## config.mk

```make
export PLATFORM = sky130hd
export DESIGN_NAME = winptr_ctrl
export DESIGN_NICKNAME = d
export VERILOG_FILES = /design/src/rtl/winptr_pkg.sv /design/src/rtl/winptr_neighbor.sv /design/src/rtl/winptr_decide.sv /design/src/rtl/winptr_ctrl.sv
export SDC_FILE = /design/constraint.sdc
export NUM_CORES = 1
export LEC_CHECK = 0
export BUFFER_PORTS_ARGS = -buffer_cell sky130_fd_sc_hd__buf_2
export CORE_ASPECT_RATIO = 0.6
export CORE_MARGIN = 5
export CORE_UTILIZATION = 40
export CTS_CLUSTER_DIAMETER = 80
export CTS_CLUSTER_SIZE = 24
export DETAILED_ROUTE_END_ITERATION = 12
export GPL_TIMING_DRIVEN = 0
export SYNTH_ARGS = -nofsm -noshare
export SYNTH_HDL_FRONTEND = slang
export SYNTH_SLANG_ARGS = --single-unit
```

## constraint.sdc

```tcl
create_clock -name clk -period 5.8 [get_ports clk]
set_clock_uncertainty 0.2 [all_clocks]
set_input_delay 1.16 -clock clk [delete_from_list [all_inputs] [get_ports clk]]
set_output_delay 1.16 -clock clk [all_outputs]
set_load 0.05 [all_outputs]
```

## src/rtl/winptr_pkg.sv

```systemverilog
package winptr_pkg;

  localparam int PTR_W = 5;
  localparam int PIL_W = 4;

  // status word field positions
  localparam int SB_SUP    = 5;
  localparam int SB_PSUP   = 6;
  localparam int SB_TEN    = 7;
  localparam int SB_PIL_LO = 8;
  localparam int SB_PIL_HI = SB_PIL_LO + PIL_W - 1;
  localparam int STAT_USED = SB_PIL_HI + 1;

  typedef enum logic [2:0] {
    OP_IDLE    = 3'd0,
    OP_DESCEND = 3'd1,
    OP_CLIMB   = 3'd2,
    OP_TRETURN = 3'd3,
    OP_WSTAT   = 3'd4,
    OP_WMASK   = 3'd5,
    OP_RSV6    = 3'd6,
    OP_RSV7    = 3'd7
  } win_op_e;

  typedef enum logic [2:0] {
    TC_NONE      = 3'd0,
    TC_ILLEGAL   = 3'd1,
    TC_OVERFLOW  = 3'd2,
    TC_UNDERFLOW = 3'd3
  } trap_code_e;

  typedef struct packed {
    logic [PTR_W-1:0] cwp;
    logic             sup;
    logic             prev_sup;
    logic             trap_en;
    logic [PIL_W-1:0] pil;
  } win_state_t;

  localparam win_state_t WIN_STATE_RESET = '{
    cwp:      '0,
    sup:      1'b1,
    prev_sup: 1'b0,
    trap_en:  1'b0,
    pil:      '0
  };

endpackage

```

## src/rtl/winptr_neighbor.sv

```systemverilog
// Computes the neighbouring window in one direction around the ring and
// looks up whether that window is marked invalid.
module winptr_neighbor
  import winptr_pkg::*;
#(
  parameter int NWIN   = 8,
  parameter bit UPWARD = 1'b1
) (
  input  logic [PTR_W-1:0] cur_i,
  input  logic [31:0]      mask_i,
  output logic [PTR_W-1:0] tgt_o,
  output logic             bad_o
);

  localparam bit               FULL_RING = (NWIN == (1 << PTR_W));
  localparam logic [PTR_W-1:0] TOP_WIN   = PTR_W'(NWIN - 1);

  generate
    if (FULL_RING) begin : g_natural
      // ring size equals the field range: the adder wraps by itself
      if (UPWARD) begin : g_up
        assign tgt_o = cur_i + 1'b1;
      end else begin : g_dn
        assign tgt_o = cur_i - 1'b1;
      end
    end else begin : g_compare
      if (UPWARD) begin : g_up
        assign tgt_o = (cur_i == TOP_WIN) ? '0 : cur_i + 1'b1;
      end else begin : g_dn
        assign tgt_o = (cur_i == '0) ? TOP_WIN : cur_i - 1'b1;
      end
    end
  endgenerate

  // target is always below NWIN, so mask bits above the ring are never read
  assign bad_o = mask_i[tgt_o];

endmodule

```

## src/rtl/winptr_decide.sv

```systemverilog
// Pure command decode: next state, mask write strobe and trap outcome.
module winptr_decide
  import winptr_pkg::*;
#(
  parameter int NWIN = 8
) (
  input  logic                 accept_i,
  input  win_op_e              op_i,
  input  logic [STAT_USED-1:0] wdata_i,
  input  win_state_t           cur_i,
  input  logic [PTR_W-1:0]     up_tgt_i,
  input  logic                 up_bad_i,
  input  logic [PTR_W-1:0]     dn_tgt_i,
  input  logic                 dn_bad_i,
  output win_state_t           nxt_o,
  output logic                 mask_we_o,
  output logic                 trap_o,
  output trap_code_e           cause_o
);

  localparam logic [PTR_W:0] WIN_LIMIT = (PTR_W+1)'(NWIN);

  logic [PTR_W-1:0] wr_ptr;
  logic             wr_ptr_ok;

  assign wr_ptr    = wdata_i[PTR_W-1:0];
  assign wr_ptr_ok = {1'b0, wr_ptr} < WIN_LIMIT;

  always_comb begin
    nxt_o     = cur_i;
    mask_we_o = 1'b0;
    trap_o    = 1'b0;
    cause_o   = TC_NONE;
    if (accept_i) begin
      unique case (op_i)
        OP_DESCEND: begin
          if (dn_bad_i) begin
            trap_o  = 1'b1;
            cause_o = TC_OVERFLOW;
          end else begin
            nxt_o.cwp = dn_tgt_i;
          end
        end
        OP_CLIMB: begin
          if (up_bad_i) begin
            trap_o  = 1'b1;
            cause_o = TC_UNDERFLOW;
          end else begin
            nxt_o.cwp = up_tgt_i;
          end
        end
        OP_TRETURN: begin
          if (cur_i.trap_en) begin
            trap_o  = 1'b1;
            cause_o = TC_ILLEGAL;
          end else begin
            // trap-enable is committed even when the climb is refused
            nxt_o.trap_en = 1'b1;
            if (up_bad_i) begin
              trap_o  = 1'b1;
              cause_o = TC_UNDERFLOW;
            end else begin
              nxt_o.cwp = up_tgt_i;
              nxt_o.sup = cur_i.prev_sup;
            end
          end
        end
        OP_WSTAT: begin
          if (!wr_ptr_ok) begin
            trap_o  = 1'b1;
            cause_o = TC_ILLEGAL;
          end else begin
            nxt_o.cwp      = wr_ptr;
            nxt_o.sup      = wdata_i[SB_SUP];
            nxt_o.prev_sup = wdata_i[SB_PSUP];
            nxt_o.trap_en  = wdata_i[SB_TEN];
            nxt_o.pil      = wdata_i[SB_PIL_HI:SB_PIL_LO];
          end
        end
        OP_WMASK: mask_we_o = 1'b1;
        default: ;
      endcase
    end
  end

endmodule

```

## src/rtl/winptr_ctrl.sv

```systemverilog
module winptr_ctrl
  import winptr_pkg::*;
#(
  parameter int NWIN = 8
) (
  input  logic                 clk,
  input  logic                 rst_n,
  input  logic                 cmd_valid,
  output logic                 cmd_ready,
  input  logic [2:0]           cmd_op,
  input  logic [31:0]          cmd_data,
  output logic [PTR_W-1:0]     cwp_o,
  output logic                 sup_o,
  output logic                 prev_sup_o,
  output logic                 trap_en_o,
  output logic [PIL_W-1:0]     pil_o,
  output logic [31:0]          stat_word_o,
  output logic                 trap_req_o,
  output logic [2:0]           trap_cause_o
);

  win_state_t       state_q, state_d;
  logic [31:0]      mask_q;
  logic             trap_q, trap_d;
  trap_code_e       cause_q, cause_d;
  logic             mask_we;
  logic             accept;
  logic [PTR_W-1:0] up_tgt, dn_tgt;
  logic             up_bad, dn_bad;

  assign cmd_ready = rst_n;
  assign accept    = cmd_valid && cmd_ready;

  winptr_neighbor #(.NWIN(NWIN), .UPWARD(1'b1)) u_up (
    .cur_i  (state_q.cwp),
    .mask_i (mask_q),
    .tgt_o  (up_tgt),
    .bad_o  (up_bad)
  );

  winptr_neighbor #(.NWIN(NWIN), .UPWARD(1'b0)) u_dn (
    .cur_i  (state_q.cwp),
    .mask_i (mask_q),
    .tgt_o  (dn_tgt),
    .bad_o  (dn_bad)
  );

  winptr_decide #(.NWIN(NWIN)) u_decide (
    .accept_i  (accept),
    .op_i      (win_op_e'(cmd_op)),
    .wdata_i   (cmd_data[STAT_USED-1:0]),
    .cur_i     (state_q),
    .up_tgt_i  (up_tgt),
    .up_bad_i  (up_bad),
    .dn_tgt_i  (dn_tgt),
    .dn_bad_i  (dn_bad),
    .nxt_o     (state_d),
    .mask_we_o (mask_we),
    .trap_o    (trap_d),
    .cause_o   (cause_d)
  );

  always_ff @(posedge clk) begin
    if (!rst_n) begin
      state_q <= WIN_STATE_RESET;
      mask_q  <= '0;
      trap_q  <= 1'b0;
      cause_q <= TC_NONE;
    end else begin
      state_q <= state_d;
      if (mask_we) mask_q <= cmd_data;
      trap_q  <= trap_d;
      cause_q <= cause_d;
    end
  end

  assign cwp_o        = state_q.cwp;
  assign sup_o        = state_q.sup;
  assign prev_sup_o   = state_q.prev_sup;
  assign trap_en_o    = state_q.trap_en;
  assign pil_o        = state_q.pil;
  assign trap_req_o   = trap_q;
  assign trap_cause_o = cause_q;

  always_comb begin
    stat_word_o                        = '0;
    stat_word_o[PTR_W-1:0]             = state_q.cwp;
    stat_word_o[SB_SUP]                = state_q.sup;
    stat_word_o[SB_PSUP]               = state_q.prev_sup;
    stat_word_o[SB_TEN]                = state_q.trap_en;
    stat_word_o[SB_PIL_HI:SB_PIL_LO]   = state_q.pil;
  end

endmodule

```

==> results of run 1 <==
final timing paths:
check	end	start	slack, ps	cells after the start
setup / recovery	cwp_o[3]	cwp_o[0]	1610	12
hold / removal	pil_o[1]	pil_o[1]	260	2
setup reg to reg	cwp_o[3]	cwp_o[0]	1610	12
hold reg to reg	pil_o[1]	pil_o[1]	260	2
per-stage QoR:
stage | cell area (um^2) | worst slack, ps | instances | total power, uW
global route | 3640 | 1290 | 550 | 874
floorplan | 3040 | 2180 | 374 | 511
global placement | 3500 | 1680 | 543 | 560
CTS | 3640 | 1600 | 550 | 845
finish | 3640 | 1610 | 550 | 839
detailed placement | 3500 | 1640 | 543 | 562
metal layers:
metal	track usage	vias to the layer above	part of all wire
met5	0	-	0
met1	0.277	1268	0.53
met2	0.244	98	0.39
met3	0.0390	4	0.076
li1	-	1366	-
met4	0.0201	0	0.0042
flip-flops by register name, indices dropped and copies added, names as in the netlist:
signal and count:
pil_o 4, sup_o 1, mask_q 32, trap_en_o 1
prev_sup_o 1, trap_req_o 1, cwp_o 5, trap_cause_o 2
synth_stat cells, types with 2 or more instances:
| library cell | n |
|---|---|
| mux2i_1 | 7 |
| clkbuf_1 | 15 |
| o21ai_1 | 6 |
| nand4b_1 | 2 |
| a2111oi_0 | 2 |
| and2_1 | 2 |
| a21oi_1 | 11 |
| ha_1 | 3 |
| a211o_1 | 3 |
| nand3_1 | 6 |
| buf_2 | 5 |
| xnor2_1 | 3 |
| and3_1 | 4 |
| inv_1 | 3 |
| nor2_1 | 13 |
| nand2b_1 | 5 |
| mux4_2 | 13 |
| a22oi_1 | 2 |
| dfxtp_1 | 47 |
| o22ai_1 | 3 |
| nor3_1 | 3 |
| nand4_1 | 3 |
| a211oi_1 | 3 |
| a21boi_1 | 32 |
| nor2b_1 | 3 |
| nand2_1 | 93 |
| buf_4 | 34 |
| a2bb2oi_1 | 2 |
tightest hold or removal path: stages, from the launching register on:
cell	delay [ps]
dfxtp_1	320
nand2_1	60
o21ai_1	50
cells in the final DEF, fill, tap and decap left out, types with 2 or more instances in the layout:
cell | synthesis | final
a2111oi_0 | 2 | 2
inv_1 | 3 | 3
dfxtp_1 | 47 | 47
a22oi_1 | 2 | 2
a21oi_1 | 11 | 11
a2bb2oi_1 | 2 | 2
nand2_1 | 93 | 93
nand4b_1 | 2 | 2
a211oi_1 | 3 | 3
nand2b_1 | 5 | 5
and3_1 | 4 | 4
nor3_1 | 3 | 3
buf_2 | 5 | 70
clkbuf_1 | 15 | 15
and2_1 | 2 | 2
nor2_1 | 13 | 13
nor2b_1 | 3 | 3
a211o_1 | 3 | 3
buf_4 | 34 | 34
ha_1 | 3 | 3
nand4_1 | 3 | 3
o22ai_1 | 3 | 3
a21boi_1 | 32 | 32
xnor2_1 | 3 | 3
mux4_2 | 13 | 13
o21ai_1 | 6 | 6
nand3_1 | 6 | 6
clkbuf_16 | 0 | 5
conb_1 | 1 | 21
mux2i_1 | 7 | 7
kinds of logic (layout without fill, tap and decap cells):
kind of cell / after synthesis / count (layout)
multiplexers: 20 / 20
XOR/XNOR: 4 / 4
AND/OR/NAND/NOR: 145 / 145
buffers and inverters: 60 / 132
adder cells (fa/ha/maj): 3 / 3
AO/OA/AOI/OAI: 74 / 74
flip-flops: 47 / 47
other: 1 / 21
power groups by stage:
stage          sequential [uW]  combinational [uW]  clock (uW)
6_report                   336                 222         282
3_5_place_dp               343                 219           0
5_1_grt                    337                 238         299
2_1_floorplan              355                 156           0
3_3_place_gp               343                 218           0
4_1_cts                    336                 220         289
layout make-up:
| type | count | share of cell area |
|---|---|---|
| Inverter | 4 | 0.00413 |
| Multi-Input combinational cell | 267 | 0.477 |
| Timing Repair Buffer | 65 | 0.0894 |
| Buffer | 56 | 0.0967 |
| Sequential cell | 47 | 0.259 |
| Tap cell | 104 | 0.0358 |
| Clock inverter | 2 | 0.00378 |
| Clock buffer | 5 | 0.0344 |
==> impl_metrics.json, run 1 <==
{
  "status": "complete, no violations",
  "vias": 2736,
  "multiInputGateArea_mm2": 0.00174,
  "grt_pass1_vias": 2577,
  "overflow": 0,
  "p_clk_frac": 0.336,
  "syn_inst": 354,
  "synth_flop_cell": "dfxtp_1",
  "hold_buffers": 0,
  "portBuffers": 65,
  "postCtsSetupBuffers": 0,
  "antenna_found_initial": 0,
  "final-seq-area_um2": 941,
  "holdWs_ps": 265,
  "finalMaxSlewViolations": 0,
  "p_int_uw": 565,
  "fmax_mhz": 239,
  "grt_pass1_wl_mm": 13.1,
  "synthArstFlopShare": 0,
  "synth_edf_count": 0,
  "synth.distinct_cells": 54,
  "nNetsFinal": 487,
  "synthXorXnorAreaFrac": 0.0118,
  "hold_path.class": "reg -> reg",
  "critPathLaunchType": "flop",
  "seqPwrFrac": 0.400,
  "drtAntennaViolNets": 0,
  "cts_made_buffers": 5,
  "power.share.switching": 0.327,
  "cts_sinks": 47,
  "cp.required_ps": 5810,
  "synth_top_area_frac": 0.317,
  "syn_area_mm2": 0.00297,
  "crit_type": "reg -> reg",
  "crit_chain": "buf_2 -> inv_1 -> ha_1 -> buf_2 -> clkbuf_1 -> buf_1 -> mux4_2 -> o22ai_1 -> nor4_1 -> a21oi_2 -> nand3b_4 -> mux2i_1",
  "firstDrtPassIters": 7,
  "synth_area_leaders": "dfxtp_1, nand2_1, mux4_2",
  "cp_common_cell": "buf_2",
  "fin_tns_setup_ps": 0,
  "setup_viol": 0,
  "avgSynthCellArea_um2": 8.38,
  "post-route-period-util": 0.723,
  "start_util": 0.410,
  "synthAdderAreaFrac": 0.0126,
  "maxCapViolCount": 0,
  "hpwl_mm": 6.36,
  "crit_slowest_cell": "nor4_1",
  "grtUsageTotal": 0.174,
  "synthMuxAreaShare": 0.122,
  "die-area_mm2": 0.00930,
  "critPathBufInv": 5,
  "synth_top_family_by_area": "simple AND/OR/NAND/NOR gates",
  "final-hold-violation-count": 0,
  "cts.repair.resized": 0,
  "htree_levels": 2,
  "cts_tree": "built",
  "rsz0062_at_grt": "false",
  "clk_latency_ps": 280,
  "wirelength_mm": 8.02,
  "total_leakage_power_uw": 0.00157,
  "via_per_inst": 4.97,
  "num_antenna_cells": 0,
  "end_kind": "flop",
  "dr.first_iter.drc_count": 204,
  "wire_per_inst_um": 14.6,
  "path_max_fanout": 10,
  "cp_data_arrival_time_ps": 4200,
  "peakVddDrop_mv": 0.132,
  "clk_path_buf_depth": 2,
  "drive_gt1_frac": 0.296,
  "synth_compound_area_frac": 0.179,
  "utilization": 0.503,
  "slowest_delay_ps": 660,
  "clk_pin_slew_ps": 70,
  "max_slew.worst_pin.slew_ps": 781,
  "relSlewSlack": 0.475,
  "ioPinCount": 87,
  "p_comb_frac": 0.264,
  "gp_congestion": 0.887,
  "yosysSeqAreaShare": 0.317,
  "die_h_um": 76.7,
  "drc": 0,
  "rows": 24,
  "yosysWarnings": 0,
  "cts-root-buf": "clkbuf_16",
  "grt_max_degree": 15,
  "core_area_mm2": 0.00724,
  "cpLargestDelayFamily": "buffers and inverters",
  "yosys.area_share.simple": 0.232,
  "power.switching_uw": 274,
  "area_growth_pct": 22.6,
  "power.density_mw_per_mm2": 231,
  "die_w_um": 121,
  "fillCellCount": 744,
  "fin_crit_ps": 4190,
  "synth-seq-cells": 47,
  "yosysTopAreaCell": "dfxtp_1"
}
(Power assumes the default switching activity.)
==> run 2, diff against run 1 <==
--- a/config.mk
+++ b/config.mk
@@ -13,6 +13,7 @@
 export CTS_CLUSTER_SIZE = 24
 export DETAILED_ROUTE_END_ITERATION = 12
 export GPL_TIMING_DRIVEN = 0
+export PLACE_DENSITY = 0.67
 export SYNTH_ARGS = -nofsm -noshare
 export SYNTH_HDL_FRONTEND = slang
 export SYNTH_SLANG_ARGS = --single-unit
==> constraint.sdc (replaced) <==
create_clock -name clk -period 3.6 [get_ports clk]
set_clock_uncertainty 0.2 [all_clocks]
set_input_delay 0.72 -clock clk [delete_from_list [all_inputs] [get_ports clk]]
set_output_delay 0.72 -clock clk [all_outputs]
set_load 0.05 [all_outputs]
==> run 2 against run 1 <==
- register-to-register slack lost 1500 ps
- largest power group unchanged
- hold slack is essentially flat
- sequential share of layout area shrank 0.35 points
- first-iteration DRC count shrank 17%
- critical path type unchanged
==> impl_metrics.json, run 2 (synthesis gave the netlist of run 1 again) <==
{
  "rsz0062_at_grt": "false",
  "dr_wl_met2_mm": 3.08,
  "fin_crit_ps": 3460,
  "nNetsFinal": 487,
  "place_ws_ps": -471,
  "path_max_fanout": 10,
  "die_w_um": 121,
  "fmax_mhz": 289,
  "routedLengthMet1_mm": 4.08,
  "crit_chain": "clkbuf_4 -> inv_1 -> ha_1 -> or4b_4 -> nand2_4 -> buf_6 -> mux4_2 -> mux4_2 -> nor2_1 -> or4_4 -> nand3b_4 -> mux2i_1",
  "clk_path_buf_depth": 2,
  "total_leakage_power_uw": 0.00158,
  "power.density_mw_per_mm2": 378,
  "peakVddDrop_mv": 0.214,
  "portBuffers": 65,
  "firstDrtPassIters": 4,
  "cp_common_cell": "mux4_2",
  "max_slew.worst_pin.slew_ps": 683,
  "htree_levels": 2,
  "grtUsageTotal": 0.169,
  "post-route-period-util": 0.960,
  "setup_ws_ps": 142,
  "critPathBufInv": 3,
  "crit_type": "reg -> reg",
  "cp.required_ps": 3610,
  "slowest_delay_ps": 600,
  "drtAntennaViolNets": 0,
  "end_kind": "flop",
  "crit_cells": 12,
  "rows": 24,
  "r2r_cells": 12,
  "overflow": 0,
  "ioPinCount": 87,
  "relSlewSlack": 0.532,
  "status": "complete, no violations",
  "critPathLaunchType": "flop",
  "cpLargestDelayFamily": "simple AND/OR/NAND/NOR gates",
  "dr.first_iter.drc_count": 170,
  "setup_viol": 0,
  "finalMaxSlewViolations": 0,
  "area_growth_pct": 24.4,
  "drive_gt1_frac": 0.311,
  "grt_pass1_vias": 2457,
  "cp_data_arrival_time_ps": 3470,
  "num_antenna_cells": 0,
  "hpwl_mm": 6.34,
  "cts_sinks": 47,
  "hold_buffers": 0,
  "cts-root-buf": "clkbuf_16",
  "wire_per_inst_um": 14.5,
  "die_h_um": 76.7,
  "core_area_mm2": 0.00724,
  "postCtsSetupBuffers": 0,
  "grt_pass1_wl_mm": 12.7,
  "dr.max_layer_used": "met4",
  "start_util": 0.410,
  "crit_slowest_cell": "or4_4",
  "fin_tns_setup_ps": 0,
  "via_per_inst": 4.88,
  "largest_register_ffs": 32,
  "min_path_cells": 2,
  "maxCapViolCount": 0,
  "drc": 0,
  "final-hold-violation-count": 0,
  "antenna_found_initial": 0,
  "die-area_mm2": 0.00930,
  "largest-register": "mask_q",
  "wl_met3_um": 774,
  "grt_max_degree": 16,
  "gp_congestion": 0.911,
  "layout_common_cells": "nand2_1, buf_2, dfxtp_1",
  "utilization": 0.510,
  "hold_path.class": "reg -> reg",
  "clk_latency_ps": 290,
  "clk_pin_slew_ps": 70,
  "cts_made_buffers": 5,
  "wirelength_mm": 7.97,
  "vias": 2691,
  "fillCellCount": 704,
  "final_common_cell": "nand2_1",
  "cts_tree": "built"
}
[run 2: cell count changes in the layout (fill, tap and decap cells not counted), sizes merged]
| cell | change |
|---|---|
| clkbuf | +3 |
| buf | -2 |
| clkinv | -1 |
| clkinvlp | +1 |
[run 2: layer usage]
layer	GRT usage	vias to the layer above
met3	0.0434	5
met1	0.274	1218
met4	0.0235	0
li1	-	1364
met5	0	-
met2	0.223	104
[run 2: worst register-to-register path, delay by kind of cell (launching register included)]
| kind | cells | cell delay, ps |
|---|---|---|
| muxes | 3 | 620 |
| and+or+nand+nor | 5 | 1460 |
| DFF | 1 | 340 |
| adders and majority gates | 1 | 230 |
| buffers and inverters | 3 | 540 |
[run 2: report_power, final]
group          total (uW)  switching (uW)  internal, uW
Sequential            541            10.6           531
Combinational         368             236           132
Clock                 485             208           278
Total                1400             454           941
[run 2: worst paths after layout]
kind | startpoint | to | slack [ps]
setup / recovery | cwp_o[0] | cwp_o[0] | 140
hold reg to reg | pil_o[0] | pil_o[0] | 260
setup reg to reg | cwp_o[0] | cwp_o[0] | 140
hold / removal | pil_o[0] | pil_o[0] | 260
[run 2: stage by stage]
stage          hold WS [ps]  cell area, um^2  instances  total power [uW]
5_1_grt                 286             3690        551              1450
6_report                265             3690        551              1400
2_1_floorplan           241             3040        374               823
3_5_place_dp            255             3500        543               906
3_3_place_gp            249             3500        543               904
4_1_cts                 265             3670        551              1390
[run 2: final cells by class]
class | count | area [um^2] | share of cell area
sequential | 47 | 942 | 0.255
buffer | 56 | 362 | 0.0979
timing repair buffer | 65 | 325 | 0.0881
inverter | 4 | 15.0 | 0.00407
clock buffer | 6 | 139 | 0.0376
tap | 104 | 130 | 0.0352
multi-input combinational | 267 | 1760 | 0.477
clock inverter | 2 | 16.3 | 0.00441
[run 2: what timing repair did]
| action | CTS | global route |
|---|---|---|
| hold endpoints to repair | 0 | 0 |
| gates resized for setup | 6 | 5 |
| pin swaps | 0 | 1 |
| setup endpoints to repair | 9 | 8 |
